--- config.mk ---
export PLATFORM = sky130hd
export DESIGN_NAME = gamma_serial_regfile
export DESIGN_NICKNAME = d
export VERILOG_FILES = /design/src/rtl/gsr_pkg.sv /design/src/rtl/gsr_sync.sv /design/src/rtl/gsr_front.sv /design/src/rtl/gsr_shifter.sv /design/src/rtl/gsr_bank.sv /design/src/rtl/gamma_serial_regfile.sv
export SDC_FILE = /design/constraint.sdc
export NUM_CORES = 1
export LEC_CHECK = 0
export ABC_AREA = 1
export BUFFER_PORTS_ARGS = -buffer_cell sky130_fd_sc_hd__buf_2
export CAP_MARGIN = 20
export CELL_PAD_IN_SITES_DETAIL_PLACEMENT = 2
export CELL_PAD_IN_SITES_GLOBAL_PLACEMENT = 2
export CORE_UTILIZATION = 36
export CTS_BUF_LIST = sky130_fd_sc_hd__clkbuf_8
export CTS_CLUSTER_DIAMETER = 50
export DETAILED_ROUTE_END_ITERATION = 10
export HOLD_SLACK_MARGIN = 0.08
export PLACE_DENSITY_LB_ADDON = 0.05
export SKIP_LAST_GASP = 1
export SYNTH_ARGS = -nofsm -noshare
export SYNTH_HDL_FRONTEND = slang
export SYNTH_SLANG_ARGS = --single-unit
--- constraint.sdc ---
create_clock -name clk -period 2.2 [get_ports clk]
set_input_delay 0.22 -clock clk [delete_from_list [all_inputs] [get_ports clk]]
set_output_delay 0.22 -clock clk [all_outputs]
set_load 0.01 [all_outputs]
--- src/rtl/gsr_pkg.sv ---
package gsr_pkg;

    localparam int NUM_CH     = 12;
    localparam int DATA_W     = 10;
    localparam int ADDR_W     = 4;
    localparam int OPT_W      = 3;
    localparam int FRAME_BITS = ADDR_W + OPT_W + DATA_W;
    localparam int CNT_W      = $clog2(FRAME_BITS + 2);
    localparam int CNT_SAT    = FRAME_BITS + 1;
    localparam int CTRL_ADDR  = NUM_CH;
    localparam int OSC_OPT    = 0;
    localparam int BANK_W     = NUM_CH * DATA_W;
    localparam int SYNC_STAGES = 2;

    localparam logic [DATA_W-1:0] SRC_DAC_CODE = DATA_W'(10'h2A0);

    typedef logic [DATA_W-1:0] code_t;
    typedef logic [ADDR_W-1:0] addr_t;

    typedef struct packed {
        addr_t             addr;
        logic [OPT_W-1:0]  opt;
        code_t             code;
    } frame_t;

    typedef struct packed {
        logic clk_rise;
        logic latch_rise;
        logic latch_lvl;
        logic data_lvl;
    } ser_evt_t;

    function automatic logic is_channel(input addr_t a);
        return int'(a) < NUM_CH;
    endfunction

    function automatic logic is_ctrl(input addr_t a);
        return int'(a) == CTRL_ADDR;
    endfunction

endpackage

--- src/rtl/gsr_sync.sv ---
module gsr_sync #(
    parameter int STAGES = 2
) (
    input  logic clk,
    input  logic rst,
    input  logic d,
    output logic q
);
    logic [STAGES-1:0] st;

    always_ff @(posedge clk) begin
        if (rst) st <= '0;
        else     st <= {st[STAGES-2:0], d};
    end

    assign q = st[STAGES-1];
endmodule

--- src/rtl/gsr_front.sv ---
module gsr_front
    import gsr_pkg::*;
(
    input  logic     clk,
    input  logic     rst,
    input  logic     ser_clk,
    input  logic     ser_data,
    input  logic     ser_latch,
    output ser_evt_t evt
);
    localparam int LINES = 3;

    logic [LINES-1:0] raw;
    logic [LINES-1:0] syn;
    logic             clk_d;
    logic             latch_d;

    assign raw = {ser_latch, ser_data, ser_clk};

    generate
        for (genvar i = 0; i < LINES; i++) begin : g_sync
            gsr_sync #(.STAGES(SYNC_STAGES)) sync_i (
                .clk (clk),
                .rst (rst),
                .d   (raw[i]),
                .q   (syn[i])
            );
        end
    endgenerate

    always_ff @(posedge clk) begin
        if (rst) begin
            clk_d   <= 1'b0;
            latch_d <= 1'b0;
        end else begin
            clk_d   <= syn[0];
            latch_d <= syn[2];
        end
    end

    always_comb begin
        evt.clk_rise   = syn[0] & ~clk_d;
        evt.latch_rise = syn[2] & ~latch_d;
        evt.latch_lvl  = syn[2];
        evt.data_lvl   = syn[1];
    end
endmodule

--- src/rtl/gsr_shifter.sv ---
module gsr_shifter
    import gsr_pkg::*;
(
    input  logic     clk,
    input  logic     rst,
    input  ser_evt_t evt,
    output logic     frame_ok,
    output addr_t    frame_addr,
    output code_t    frame_code,
    output logic     frame_osc
);
    logic [FRAME_BITS-1:0] sreg;
    logic [CNT_W-1:0]      cnt;
    frame_t                held;

    always_ff @(posedge clk) begin
        if (rst) begin
            sreg     <= '0;
            cnt      <= '0;
            frame_ok <= 1'b0;
            held     <= '0;
        end else begin
            frame_ok <= 1'b0;
            if (evt.latch_rise) begin
                frame_ok <= (cnt == CNT_W'(FRAME_BITS));
                held     <= frame_t'(sreg);
                cnt      <= '0;
            end else if (evt.latch_lvl) begin
                cnt <= '0;
            end else if (evt.clk_rise) begin
                sreg <= {sreg[FRAME_BITS-2:0], evt.data_lvl};
                if (cnt != CNT_W'(CNT_SAT)) cnt <= cnt + 1'b1;
            end
        end
    end

    assign frame_addr = held.addr;
    assign frame_code = held.code;
    assign frame_osc  = held.opt[OSC_OPT];
endmodule

--- src/rtl/gsr_bank.sv ---
module gsr_bank
    import gsr_pkg::*;
(
    input  logic              clk,
    input  logic              rst,
    input  logic              frame_ok,
    input  addr_t             frame_addr,
    input  code_t             frame_code,
    input  logic              frame_osc,
    output logic [BANK_W-1:0] gamma_flat,
    output code_t             ctrl_code,
    output logic              osc_ext
);
    code_t ch_q [NUM_CH];

    generate
        for (genvar c = 0; c < NUM_CH; c++) begin : g_ch
            logic wr_en;
            assign wr_en = frame_ok && is_channel(frame_addr) &&
                           (frame_addr == ADDR_W'(c));
            always_ff @(posedge clk) begin
                if (rst)        ch_q[c] <= '0;
                else if (wr_en) ch_q[c] <= frame_code;
            end
            assign gamma_flat[c*DATA_W +: DATA_W] = ch_q[c];
        end
    endgenerate

    always_ff @(posedge clk) begin
        if (rst) begin
            ctrl_code <= '0;
            osc_ext   <= 1'b0;
        end else if (frame_ok && is_ctrl(frame_addr)) begin
            ctrl_code <= frame_code;
            osc_ext   <= frame_osc;
        end
    end
endmodule

--- src/rtl/gamma_serial_regfile.sv ---
module gamma_serial_regfile
    import gsr_pkg::*;
(
    input  logic              clk,
    input  logic              rst,
    input  logic              ser_clk,
    input  logic              ser_data,
    input  logic              ser_latch,
    input  logic              ctl,
    output logic [BANK_W-1:0] gamma_flat,
    output logic [DATA_W-1:0] ctrl_code,
    output logic              osc_ext,
    output logic              source_dac
);
    ser_evt_t evt;
    logic     frame_ok;
    addr_t    frame_addr;
    code_t    frame_code;
    logic     frame_osc;

    gsr_front front_i (
        .clk       (clk),
        .rst       (rst),
        .ser_clk   (ser_clk),
        .ser_data  (ser_data),
        .ser_latch (ser_latch),
        .evt       (evt)
    );

    gsr_shifter shift_i (
        .clk        (clk),
        .rst        (rst),
        .evt        (evt),
        .frame_ok   (frame_ok),
        .frame_addr (frame_addr),
        .frame_code (frame_code),
        .frame_osc  (frame_osc)
    );

    gsr_bank bank_i (
        .clk        (clk),
        .rst        (rst),
        .frame_ok   (frame_ok),
        .frame_addr (frame_addr),
        .frame_code (frame_code),
        .frame_osc  (frame_osc),
        .gamma_flat (gamma_flat),
        .ctrl_code  (ctrl_code),
        .osc_ext    (osc_ext)
    );

    assign source_dac = ctl | (ctrl_code == SRC_DAC_CODE);
endmodule

==> reports/metrics.cfg <==
[yosys]
yosysMostFrequentCell = nor2_1
postSynthCellCount = 582
synth_edf_count = 120
ys_async_sr_fraction_pct = 0
syn_nets = 591
synth_common_cells = 164 x nor2_1, 120 x edfxtp_1, 59 x nand2_1, 57 x dfxtp_1, 45 x inv_1
yosys_warnings = 0
synthFlopType = edfxtp_1
post-synth-top-area-fraction_pct = 55.2
synth_cell_type_count = 21
ys_seq_area_share_pct = 72.7
syn_avg_cell_area_um2 = 11.2
syn-cell-area_um2 = 6530
yosys_register_bits = 177
yosys.area.top_type = edfxtp_1
synthTopCellsByArea = edfxtp_1 55%, dfxtp_1 17%, nor2_1 9.4%

[placed_design]
hpwlAfterDp_um = 13200
gp_congestion = 0.725
io_buffers = 137
place_area_um2 = 7470
dp.cells = 930

[clock_network]
cts.clk_slew.worst_paths_ps = 80
insertion_delay_ps = 450
cts_hold_buffers = 3
cts_resized = 0
cts-root-buf = clkbuf_8
htreeDepth = 4
cts-buffers-inserted = 17
post_cts_buffers = 0
cts.sinks = 177
clock_path_buffers = 2
cts_tree = built

[worst_hold_path]
holdCritPathClass = in2reg
min_from = rst

[worst_setup_path]
critPathMaxFanout = 10
reg2reg_slack_ps = 460
cp_cell_sequence = inv_1, nor3_4, nand2_1, nand2_1
cp_top_family = simple AND/OR/NAND/NOR gates
timing_worst_setup_path_type = reg2reg
endpoint = bank_i.ch_q[0][20]$_SDFFCE_PN0P_
rr_startpoint = shift_i.frame_addr[1]$_SDFFE_PP0P_
critPathCaptureType = flop
ff2ff_path_depth = 4
start_kind = flop
slowest_stage = dfxtp_1
cp.arrival_ps = 1820
cpMostUsedCell = nand2_1
cp_num_buf_inv = 1
worst_ep_required_time_ps = 2290
timing.rr.end = bank_i.ch_q[0][20]$_SDFFCE_PN0P_
startpoint = shift_i.frame_addr[1]$_SDFFE_PP0P_
slowest_delay_ps = 420
crit_cells = 4

[sta]
hold_violations = 0
tightest_slew_ps = 759
drv_slew = 0
holdWs_ps = 261
clock_skew_ps = 12.9
slew_headroom_pct = 49.3
post-route-min-period_ps = 1740
grt_setup_unrepaired = false
fmax_ghz = 0.576
finalSetupTns_ps = 0
finalSetupViolCount = 0
final.period_utilization_pct = 78.9

[detailed_routing]
vias_per_cell = 4.88
num_vias = 4707
drc = 0
drtIter0Drc = 240
wl_per_cell_um = 19.4
drt_wl_total_um = 18700
drtAntennaViolNets = 0
first_pass_iters = 4

[run]
max_cap_viol_count = 0

[finish]
synthToLayoutAreaGrowth_pct = 20.4
num_antenna_cells = 0
layout-drive-gt1-share_pct = 26.5
fin_area_um2 = 7860
final_util_pct = 45.0
fin_cells = 965
fin_nets = 736

[outcome]
status = complete, no violations

[floorplanning]
initial_utilization_pct = 37.4
io_pins = 138
fp.dieArea_um2 = 18700
core_um2 = 17500
num_rows = 48
die_h_um = 137
die_w_um = 137

[global_route]
grt_pass1_vias = 4931
track_usage_pct = 21.0
grt_max_degree = 32
antenna_found_initial = 0
overflow = 0
grt_pass1_wl_um = 28500

[pwr]
power_frac_seq_pct = 60.5
combPwrFrac_pct = 5.8
p_int_mw = 4.62
vdd_drop_max_uv = 365
p_switching_mw = 1.47
leakage_nw = 3.10
p_per_area_nw_per_um2 = 775
swShare_pct = 24.2
p_clk_share_pct = 33.6

==> layout by cell type (no fill, tap or decap) <==
cell type,instances
nor2_1,164
buf_2,137
edfxtp_1,120
nand2_1,59
dfxtp_1,57
inv_1,45
a21oi_1,35
o21ai_0,25
nand3_1,23
clkbuf_8,17
nand3_2,12
buf_4,12
clkinv_1,4
nand4_1,4
clkinv_4,4
ha_1,3
clkinv_2,3
dlygate4sd3_1,3
nor3_4,2
inv_2,2
nor2_2,2
clkinvlp_4,2
o21bai_1,1
nor3_1,1
inv_6,1
clkinvlp_2,1
bufinv_16,1
==> cell type report <==
cell class                      count  area, um^2
Clock buffer                       17         234
Multi-Input combinational cell    331        1490
Tap cell                          225         282
Inverter                           48         180
Fill cell                        1875        9620
Sequential cell                   177        4740
Timing Repair Buffer              152         806
Clock inverter                     15         120
==> power groups by stage <==
stage	clock (mW)	sequential, mW	combinational (mW)
6_report	2.05	3.69	0.354
5_1_grt	2.22	3.70	0.388
4_1_cts	2.10	3.69	0.362
2_1_floorplan	0	3.80	0.138
3_5_place_dp	0	3.77	0.356
3_3_place_gp	0	3.76	0.342
==> worst min-delay path: stages <==
cell and delay, ps:
buf_2 120, buf_4 220, nor2_1 110
==> flip-flops by register name (all words and copies together) (netlist names) <==
signal	flops
front_i.g_sync.sync_i.st	6
bank_i.osc_ext	1
shift_i.frame_osc	1
bank_i.ctrl_code	10
shift_i.frame_addr	4
shift_i.sreg	17
front_i.latch_d	1
shift_i.frame_ok	1
front_i.clk_d	1
bank_i.ch_q	120
shift_i.frame_code	10
shift_i.cnt	5
==> worst min path at each step <==
stage                                                      to  slack (ps)  cells after the start
floorplan           front_i.g_sync[0].sync_i.st[0]$_SDFF_PP0_         330                      2
global placement    front_i.g_sync[2].sync_i.st[1]$_SDFF_PP0_         390                      2
detailed placement  front_i.g_sync[2].sync_i.st[1]$_SDFF_PP0_         400                      2
CTS                 front_i.g_sync[2].sync_i.st[1]$_SDFF_PP0_         230                      3
global route                       front_i.latch_d$_SDFF_PP0_         240                      3
finish                               front_i.clk_d$_SDFF_PP0_         260                      3
==> logic make-up (layout without fill, tap and decap cells) <==
logic type      Yosys count  count (layout)  share of synthesized area [%]
fa+ha+maj                 3               3                          0.575
flops                   177             177                           72.7
buf+inv                  74             232                           4.47
simple gates            267             267                           17.6
compound gates           61              61                           4.71
==> per-layer routing <==
metal  share of wire, %  vias to the layer above  global-route usage, %
met3                3.9                       15                   4.11
met4                1.3                        0                   5.93
li1                   -                     2213                      -
met1                 41                     2363                   24.7
met5                  0                        -                      0
met2                 53                      116                   38.7
==> stage by stage <==
stage	total power, mW	setup slack (ps)
5_1_grt	6.31	369
4_1_cts	6.16	459
3_5_place_dp	4.12	479
3_3_place_gp	4.10	586
6_report	6.09	465
2_1_floorplan	3.94	284
Power figures use the tool's default switching activity.
